===== config.mk =====
export PLATFORM = sky130hd
export DESIGN_NAME = irq_nest_arb
export DESIGN_NICKNAME = d
export VERILOG_FILES = /design/src/rtl/irq_nest_pkg.sv /design/src/rtl/irq_pend.sv /design/src/rtl/irq_pick.sv /design/src/rtl/irq_lvl_stack.sv /design/src/rtl/irq_nest_arb.sv
export SDC_FILE = /design/constraint.sdc
export NUM_CORES = 1
export LEC_CHECK = 0
export ABC_AREA = 1
export BUFFER_PORTS_ARGS = -buffer_cell sky130_fd_sc_hd__buf_2
export CAP_MARGIN = 20
export CORE_ASPECT_RATIO = 2
export CORE_MARGIN = 10
export CORE_UTILIZATION = 35
export CTS_CLUSTER_SIZE = 30
export DETAILED_ROUTE_END_ITERATION = 8
export GPL_TIMING_DRIVEN = 0
export RECOVER_POWER = 50
export SYNTH_ARGS = -nofsm -noshare
export SYNTH_HDL_FRONTEND = slang
export SYNTH_HIERARCHICAL = 1
export SYNTH_SLANG_ARGS = --single-unit

===== constraint.sdc =====
create_clock -name clk_i -period 11.48 [get_ports clk_i]
set_input_delay 0 -clock clk_i [delete_from_list [all_inputs] [get_ports clk_i]]
set_output_delay 0 -clock clk_i [all_outputs]
set_load 0.02 [all_outputs]

===== src/rtl/irq_nest_pkg.sv =====
package irq_nest_pkg;
  localparam int unsigned LVL_W = 3;
  typedef logic [LVL_W-1:0] lvl_t;
  localparam lvl_t LVL_NEVER = '1;
  localparam lvl_t MASK_RST  = '1;
endpackage


===== src/rtl/irq_pend.sv =====
module irq_pend #(
  parameter int unsigned N_SRC = 8
) (
  input  logic             clk_i,
  input  logic             rst_ni,
  input  logic [N_SRC-1:0] set_i,
  input  logic [N_SRC-1:0] clr_i,
  output logic [N_SRC-1:0] pend_o
);
  for (genvar i = 0; i < N_SRC; i++) begin : g_bit
    always_ff @(posedge clk_i or negedge rst_ni) begin
      if (!rst_ni)       pend_o[i] <= 1'b0;
      else if (set_i[i]) pend_o[i] <= 1'b1;
      else if (clr_i[i]) pend_o[i] <= 1'b0;
    end
  end
endmodule


===== src/rtl/irq_pick.sv =====
module irq_pick
  import irq_nest_pkg::*;
#(
  parameter int unsigned N_SRC = 8,
  localparam int unsigned IDX_W = $clog2(N_SRC)
) (
  input  logic [N_SRC-1:0]       pend_i,
  input  logic [N_SRC*LVL_W-1:0] lvl_cfg_i,
  input  lvl_t                   mask_i,
  input  logic                   en_i,
  output logic                   vld_o,
  output logic [IDX_W-1:0]       idx_o,
  output lvl_t                   lvl_o
);
  logic [N_SRC-1:0] elig;
  lvl_t             lvl_a [N_SRC];

  for (genvar i = 0; i < N_SRC; i++) begin : g_elig
    assign lvl_a[i] = lvl_cfg_i[i*LVL_W +: LVL_W];
    assign elig[i]  = en_i && pend_i[i] && (lvl_a[i] != LVL_NEVER) && (lvl_a[i] < mask_i);
  end

  // strict compare keeps the lowest index on equal levels
  always_comb begin
    vld_o = 1'b0;
    idx_o = '0;
    lvl_o = LVL_NEVER;
    for (int i = 0; i < N_SRC; i++) begin
      if (elig[i] && (!vld_o || lvl_a[i] < lvl_o)) begin
        vld_o = 1'b1;
        idx_o = IDX_W'(i);
        lvl_o = lvl_a[i];
      end
    end
  end
endmodule


===== src/rtl/irq_lvl_stack.sv =====
module irq_lvl_stack
  import irq_nest_pkg::*;
#(
  parameter int unsigned DEPTH = 8,
  localparam int unsigned PTR_W = (DEPTH > 1) ? $clog2(DEPTH) : 1,
  localparam int unsigned CNT_W = $clog2(DEPTH + 1)
) (
  input  logic clk_i,
  input  logic rst_ni,
  input  logic push_i,
  input  logic pop_i,
  input  lvl_t din_i,
  output lvl_t top_o,
  output logic empty_o,
  output logic full_o
);
  lvl_t             mem [DEPTH];
  logic [CNT_W-1:0] cnt_q;
  logic [PTR_W-1:0] wr_ptr, rd_ptr;

  assign wr_ptr  = cnt_q[PTR_W-1:0];
  assign rd_ptr  = wr_ptr - 1'b1;
  assign empty_o = (cnt_q == '0);
  assign full_o  = (cnt_q == CNT_W'(DEPTH));
  assign top_o   = mem[rd_ptr];

  always_ff @(posedge clk_i or negedge rst_ni) begin
    if (!rst_ni) begin
      cnt_q <= '0;
      for (int i = 0; i < DEPTH; i++) mem[i] <= MASK_RST;
    end else if (push_i && !full_o) begin
      mem[wr_ptr] <= din_i;
      cnt_q       <= cnt_q + 1'b1;
    end else if (pop_i && !empty_o) begin
      cnt_q <= cnt_q - 1'b1;
    end
  end
endmodule


===== src/rtl/irq_nest_arb.sv =====
module irq_nest_arb
  import irq_nest_pkg::*;
#(
  parameter int unsigned N_SRC     = 8,
  parameter int unsigned STK_DEPTH = 8,
  localparam int unsigned IDX_W    = $clog2(N_SRC)
) (
  input  logic                   clk_i,
  input  logic                   rst_ni,
  input  logic [N_SRC-1:0]       req_i,
  input  logic [N_SRC*LVL_W-1:0] lvl_cfg_i,
  input  logic [N_SRC-1:0]       hw_svc_i,
  input  logic                   gie_i,
  input  logic                   mask_wr_i,
  input  logic [LVL_W-1:0]       mask_wdata_i,
  input  logic                   ret_i,
  input  logic                   xfer_done_i,
  output logic                   ack_o,
  output logic [IDX_W-1:0]       ack_id_o,
  output logic                   ack_hw_o,
  output logic [LVL_W-1:0]       mask_o,
  output logic                   busy_o
);
  logic [N_SRC-1:0] pend, clr;
  logic             arb_en, win_vld, win_hw, take, push, pop;
  logic [IDX_W-1:0] win_idx;
  lvl_t             win_lvl, stk_top, mask_q;
  logic             stk_empty, stk_full, busy_q;

  // no grant during busy, return, mask write, or when a push could not be stored
  assign arb_en = gie_i && !busy_q && !ret_i && !mask_wr_i && !stk_full;
  assign win_hw = hw_svc_i[win_idx];
  assign take   = win_vld;
  assign push   = take && !win_hw;
  assign pop    = ret_i && !stk_empty;

  for (genvar i = 0; i < N_SRC; i++) begin : g_clr
    assign clr[i] = take && (win_idx == IDX_W'(i));
  end

  irq_pend #(.N_SRC(N_SRC)) i_pend (
    .clk_i  (clk_i),
    .rst_ni (rst_ni),
    .set_i  (req_i),
    .clr_i  (clr),
    .pend_o (pend)
  );

  irq_pick #(.N_SRC(N_SRC)) i_pick (
    .pend_i    (pend),
    .lvl_cfg_i (lvl_cfg_i),
    .mask_i    (mask_q),
    .en_i      (arb_en),
    .vld_o     (win_vld),
    .idx_o     (win_idx),
    .lvl_o     (win_lvl)
  );

  irq_lvl_stack #(.DEPTH(STK_DEPTH)) i_stack (
    .clk_i   (clk_i),
    .rst_ni  (rst_ni),
    .push_i  (push),
    .pop_i   (pop),
    .din_i   (mask_q),
    .top_o   (stk_top),
    .empty_o (stk_empty),
    .full_o  (stk_full)
  );

  always_ff @(posedge clk_i or negedge rst_ni) begin
    if (!rst_ni)        mask_q <= MASK_RST;
    else if (mask_wr_i) mask_q <= mask_wdata_i;
    else if (pop)       mask_q <= stk_top;
    else if (push)      mask_q <= win_lvl;
  end

  always_ff @(posedge clk_i or negedge rst_ni) begin
    if (!rst_ni)              busy_q <= 1'b0;
    else if (xfer_done_i)     busy_q <= 1'b0;
    else if (take && win_hw)  busy_q <= 1'b1;
  end

  always_ff @(posedge clk_i or negedge rst_ni) begin
    if (!rst_ni) begin
      ack_o    <= 1'b0;
      ack_id_o <= '0;
      ack_hw_o <= 1'b0;
    end else begin
      ack_o    <= take;
      ack_id_o <= take ? win_idx : ack_id_o;
      ack_hw_o <= take && win_hw;
    end
  end

  assign mask_o = mask_q;
  assign busy_o = busy_q;
endmodule


**Yosys cells after proc, flatten, opt, wreduce, memory -nomap -nowiden**

Cells that the tools add are included.

- Reductions and logical operators: 82
- Add/sub/neg operators: 3
- Shift operators: 0
- Equality and inequality tests: 16
- Div/mod/pow operators: 0
- $lt $le $gt $ge: 19
- Bitwise logic cells: 2
- Multiply operators: 0
- Mux-type cells: 54

Operators by type and width:

| cell | number |
|---|---|
| $mux W3 | 18 |
| $logic_and A1 B1 Y1 | 49 |
| $lt A3 B3 Y1 | 15 |
| $mux W1 | 28 |
| $bwmux W24 | 1 |
| $ne A3 B3 Y1 const B | 8 |
| $reduce_bool A2 Y1 | 10 |
| $logic_not A1 Y1 | 13 |
| $eq A3 B3 Y1 const B | 4 |
| $bmux W3 S3 | 1 |
| $demux W3 S3 | 1 |
| $ge A4 B4 Y1 const B | 2 |
| $mux W4 | 2 |
| $not A3 Y4 | 2 |
| $logic_or A1 B1 Y1 | 7 |
| $eq A3 B2 Y1 const B | 2 |
| $add A4 B1 Y4 const B | 1 |
| $eq A4 B4 Y1 const B | 1 |
| $logic_not A4 Y1 | 1 |
| $lt A3 B4 Y1 const B | 1 |
| $lt A4 B1 Y1 const B | 1 |
| $mux W2 | 2 |
| $sub A4 B1 Y4 const B | 1 |
| $bmux W1 S3 | 1 |
| other kinds (4) | 4 |

- RAM bits: 0
- Latch bits: 0
- Memories: 0
- Bits in registers: 45
- Logic and storage cells: 198
- Output and inout port bits: 9
- Bits of input ports: 49
- ROM bits: 0

**Longest topological paths before layout**

- Depth in word-level cells: 44
- Depth in mapped cells: 93
- Depth with buffers taken out: 90

**Hierarchy**

Netlist, hierarchy kept.

By module, submodules not included:

| module | times used | seq. area each (µm²) | area an instance (µm²) | cells an instance |
|---|---|---|---|---|
| irq_lvl_stack | 1 | 730.7 | 1542.7 | 185 |
| irq_pick | 1 | 0.0 | 1438.9 | 254 |
| irq_nest_arb | 1 | 229.0 | 598.1 | 89 |
| irq_pend | 1 | 200.2 | 320.3 | 40 |

**Worst setup path after synthesis**

Ideal clock, no wire load.

- Kind: reg2reg
- Start point: register i_stack.cnt_q[0]
- End point: register i_stack.cnt_q[3]
- Data arrival time: 9.230 ns
- Path buffers: 3
- Setup time: 0.117 ns
- Stages on the path, launching flop included: 81
- Setup slack: 2.133 ns
- Required time: 11.363 ns
- Clock period less this slack: 9.347 ns
- Cells stage by stage: dfrtp_1 -> buf_4 -> inv_4 -> buf_4 -> ha_1 -> nand3_4 -> inv_1 -> nor3_1 -> buf_6 -> nand2_1 -> inv_2 -> nand3_2 -> nor2_4 -> nand2_1 -> inv_1 -> ha_1 -> inv_1 -> a21oi_1 -> (+45 left out) -> nand2_2 -> nand2_1 -> inv_2 -> nand2_2 -> nand2_1 -> nand2_1 -> nand3_2 -> nand2_2 -> nand2_4 -> inv_1 -> nand2_8 -> ha_1 -> nand2_1 -> nand2_1 -> nor2_1 -> nand3_1 -> nand3_1 -> nand2_1

- Cells in the longest elaborated chain, start to end: 41
- Elaborated cells between the ends (all ways): 91
- Classes of those cells: add/sub (2); order compare (7); eq/ne (1); mux (26); reduce/logical (55)

Ends and longest elaborated chain:

| item | RTL line | RTL |
|---|---|---|
| start, declared | irq_lvl_stack.sv:18 | `logic [CNT_W-1:0] cnt_q;` |
| start signal, assigned | irq_lvl_stack.sv:33 | `cnt_q <= cnt_q + 1'b1;` |
| start signal, assigned | irq_lvl_stack.sv:35 | `cnt_q <= cnt_q - 1'b1;` |
| $eq A4 B4 Y1 * | irq_lvl_stack.sv:24 | `assign full_o = (cnt_q == CNT_W'(DEPTH));` |
| net stk_full | irq_nest_arb.sv:28 | `logic stk_empty, stk_full, busy_q;` |
| $logic_not A1 Y1 * | irq_nest_arb.sv:31 | `assign arb_en = gie_i && !busy_q && !ret_i && !mask_wr_i && !stk_full;` |
| $logic_and A1 B1 Y1 * | irq_nest_arb.sv:31 |  |
| net arb_en | irq_nest_arb.sv:25 | `logic arb_en, win_vld, win_hw, take, push, pop;` |
| $logic_and A1 B1 Y1 (3 in a row) | irq_pick.sv:20 | `assign elig[i] = en_i && pend_i[i] && (lvl_a[i] != LVL_NEVER) && (lvl_a[i] < mask_i);` |
| $mux W3 / $mux W1 (equally long branches) | irq_pick.sv:29 | `if (elig[i] && (!vld_o \|\| lvl_a[i] < lvl_o)) begin` |
| $lt A3 B3 Y1 / $logic_not A1 Y1 (equally long branches) | irq_pick.sv:29 |  |
| (+27 left out) | -- |  |
| net win_idx[0] | irq_nest_arb.sv:26 | `logic [IDX_W-1:0] win_idx;` |
| $bmux W1 S3 * | irq_nest_arb.sv:32 | `assign win_hw = hw_svc_i[win_idx];` |
| $mux W1 (not written as such) * | irq_nest_arb.sv:32 |  |
| $logic_not A1 Y1 * | irq_nest_arb.sv:34 | `assign push = take && !win_hw;` |
| $logic_and A1 B1 Y1 * | irq_nest_arb.sv:34 |  |
| net push | irq_nest_arb.sv:25 |  |
| $logic_and A1 B1 Y1 * | irq_lvl_stack.sv:31 | `end else if (push_i && !full_o) begin` |
| $mux W4 / $reduce_bool A2 Y1 (equally long branches) | -- |  |

The timed path passes the listed nets; every way through them passes the cells marked *. The select of a mux whose other input is x is not followed.
A chain may end at the register's enable or synchronous reset.

**Final worst setup path**

Same ends and word-level chain as after synthesis.

==> impl_metrics.csv <==
group,metric,value,unit
run_status,run_status,"complete, but fails checks",
run_status,failed_checks,"capacitance limit, slew limit",
route,post_drt_via_cell_ratio,4.81,
global_routing,antenna_found_initial,0,
synthesis,syn-instance-count,568,
layout,multi_input_comb_area,2370,um2
hold_path,worst_hold_startpoint,"mask_wdata_i[2]",
clock_tree,tritoncts_num_sinks,45,
timing,finalSetupViolCount,0,
layout,regArea,1160,um2
worst_setup_path,rrSetupSlack,1170,ps
synthesis,dominantRegCellSynth,"dfstp_2",
timing,worst_clock_skew,3.69,ps
layout,drive_gt1_share,22.4,%
timing,post-route-min-period,10310,ps
power_and_ir_drop,p_leak,2.41,nW
die,floorplan.die.width,94.6,um
synthesis,yosys-top-cells-area,"dfstp_2 18%, nand2_1 17%, dfrtp_1 12%",
power_and_ir_drop,ir_worst_vdd,108,uV
timing,unrepaired_setup_endpoints_after_global_routing,"no",
clock_tree,tritoncts_buffers,5,
timing,min_period_over_period,89.8,%
power_and_ir_drop,total_power,1.08,mW
route,detail-route-antenna-nets,0,
timing,timing.slew.headroom,-53.9,%
layout,final_cell_area,4590,um2
synthesis,synth_edf_count,0,
synthesis,synth.top_cell.area_share,18.2,%
synthesis,yosys.area.top_type,"dfstp_2",
global_routing,gr-usage-all-layers,13.1,%
clock_tree,clockBufferDepth,2,
timing,final_worst_path_setup_slack,1170,ps
layout,fin_util,42.0,%
die,initial_cell_density_of_the_core,35.6,%
clock_tree,cts_root_buf,"clkbuf_16",
placement,place_congestion,0.876,
timing,final_hold_viol_count,0,
timing,finalSetupTns,0,ps
layout,layout-area-overhead-vs-synth,17.8,%
clock_tree,clock_slew_at_the_register_clock_pins_of_the_worst_setup_and_hold_paths,60,ps
die,count_of_pins_on_the_block_boundary,58,
worst_setup_path,cp-end-kind,"register",
placement,post-dp-hpwl,8820,um
timing,tightest_slew,2310,ps
placement,dp_worst_setup_slack,560,ps
layout,nets,721,
timing,fmaxAchievable,97.0,MHz
route,totalWireLength,10500,um
worst_setup_path,cp_slowest_stage_delay,380,ps
global_routing,pin_count_of_the_biggest_net_entering_global_routing,46,
die,rows,54,
clock_tree,cts_max_level,2,
synthesis,synth.cell_area,3900,um2
run,max_cap_violations,1,
die,die_area,16000,um2
clock_tree,clkLatencyLatePin,280,ps
synthesis,yosysSeqAreaShare,29.7,%
synthesis,synth.net_count,647,
worst_setup_path,timing.critical_path.fanout_max,10,
layout,num-fill-cells,1186,
worst_setup_path,setup.worst_path.class,"reg2reg",
synthesis,synth_warnings,6,
worst_setup_path,critical_path.reg2reg.startpoint,"i_stack/cnt_q[0]$_DFFE_PN0P_",
synthesis,async_flop_share,100,%
worst_setup_path,cp.arrival,10480,ps
route,drc,0,
worst_setup_path,crit_path_start_kind,"register",
die,design.core.area,10900,um2
timing,hold_slack,61.3,ps
global_routing,grt_first_pass_wirelength,17400,um
route,num_vias,3763,
placement,io_port_bufs,57,
worst_setup_path,slowest_stage,"dfrtp_1",
route,drt_first_pass_iters,4,
worst_setup_path,timing.critical_path.to,"i_stack/cnt_q[3]$_DFFE_PN0P_",
synthesis,yosys.cell_types.count,37,
clock_tree,clock_tree_from_tritoncts,"yes",
synthesis,synth.avg_cell_area,6.87,um2
hold_path,hp-class,"in2reg",
worst_setup_path,timing.critical_path.mode_cell,"nand2_1",
worst_setup_path,cp-startpoint,"i_stack/cnt_q[0]$_DFFE_PN0P_",
global_routing,grt_overflow_total,0,
timing,final-max-slew-violation-count,46,
power_and_ir_drop,power.density,235,nW/um2
worst_setup_path,worst_r2r_path_depth,84,
route,drt_iter0_drc,144,
layout,antennaDiodeCount,0,
global_routing,first_global_vias,3828,
die,fp.dieH,169,um
worst_setup_path,worst_r2r_endpoint,"i_stack/cnt_q[3]$_DFFE_PN0P_",
synthesis,post_synthesis_register_bit_count,45,
placement,place.detailed.instances,765,
worst_setup_path,worstPathRequired,11650,ps
route,route.detailed.wl_per_inst,13.4,um
placement,dpl-instance-area,4360,um2
layout,layoutNonFillerInstCount,783,
critical path: cells and delay by family (launching register included):
family | cells | cell delay (ps)
AO/OA/AOI/OAI | 8 | 1590
flip-flops | 1 | 380
adder cells (fa/ha/maj) | 9 | 2490
AND/OR/NAND/NOR | 52 | 4410
buffers and inverters | 15 | 1300
synthesized netlist by cell type, types with 6 or more instances:
library cell and instances:
o21ai_1 32, a21oi_1 16, nor2_1 43, dfrtp_1 18, ha_1 29, inv_1 75
a311oi_1 6, o21ai_0 26, nand2_4 8, dfstp_2 27, nand3_1 41, nand2_2 20
inv_2 7, nand2_1 175, o211ai_1 6
cell families after synthesis:
family	synth area share [%]
AOI/OAI and AO/OA	13.5
adders and majority gates	9.82
buffers and inverters	9.75
xor gates and xnor gates	0.674
and+or+nand+nor	36.5
DFF	29.7
routing by layer:
| layer | GRT usage [%] | up-vias | share of wire [%] |
|---|---|---|---|
| li1 | - | 1966 | - |
| met2 | 26.4 | 72 | 57 |
| met1 | 12.5 | 1705 | 38 |
| met3 | 2.08 | 20 | 3.5 |
| met5 | 0 | - | 0 |
| met4 | 4.78 | 0 | 2.3 |
final cells by class:
type | count | share of cell area [%]
inverter | 86 | 7.08
buffer | 7 | 1.20
tap | 140 | 3.81
multi-input combinational | 430 | 51.6
sequential | 45 | 25.2
clock buffer | 8 | 2.97
timing repair buffer | 67 | 8.12
placed cells by master, fill, tap and decap left out, drive strengths merged:
master	count
clkbuf	18
dfrtp	18
o21ai	59
or2	6
a21oi	16
nand2	204
a21boi	1
buf	54
xor2	3
and2	1
nor2	47
a311oi	7
ha	29
nand3	46
inv	83
dlygate4sd3	10
clkinv	3
fa	1
nor3	1
o211ai	7
dfstp	27
o21a	2
sequential cells by signal, summed over array words and instances, names as in the netlist:
register	flops
i_stack/mem	24
i_pend/pend_o	8
i_stack/cnt_q	4
ack_id_o	3
mask_o	3
ack_hw_o	1
ack_o	1
busy_o	1
worst min path at each step:
stage,endpoint,cells past startpoint,slack (ps)
final,mask_o[2]$_DFFE_PN1P_,5,60
after CTS,mask_o[1]$_DFFE_PN1P_,5,60
after global routing,mask_o[0]$_DFFE_PN1P_,5,90
after floorplan,ack_hw_o$_DFF_PN0_,0,-300
after global placement,busy_o$_DFFE_PN0P_,2,150
after detailed placement,busy_o$_DFFE_PN0P_,2,160
power by group:
group	internal [mW]	leakage, nW	switching [mW]	total [mW]
clock network	0.0809	0.0652	0.0525	0.133
logic	0.234	1.87	0.417	0.652
registers	0.248	0.476	0.0449	0.293
timing repair:
action                                  4_1_cts  5_1_grt
gates resized for setup                       0       10
hold endpoints to repair                     27        0
setup buffers                                 0        0
hold buffers                                 10        0
endpoints found under the setup margin        0       28
Note: power is estimated with default switching activity, not from simulation.
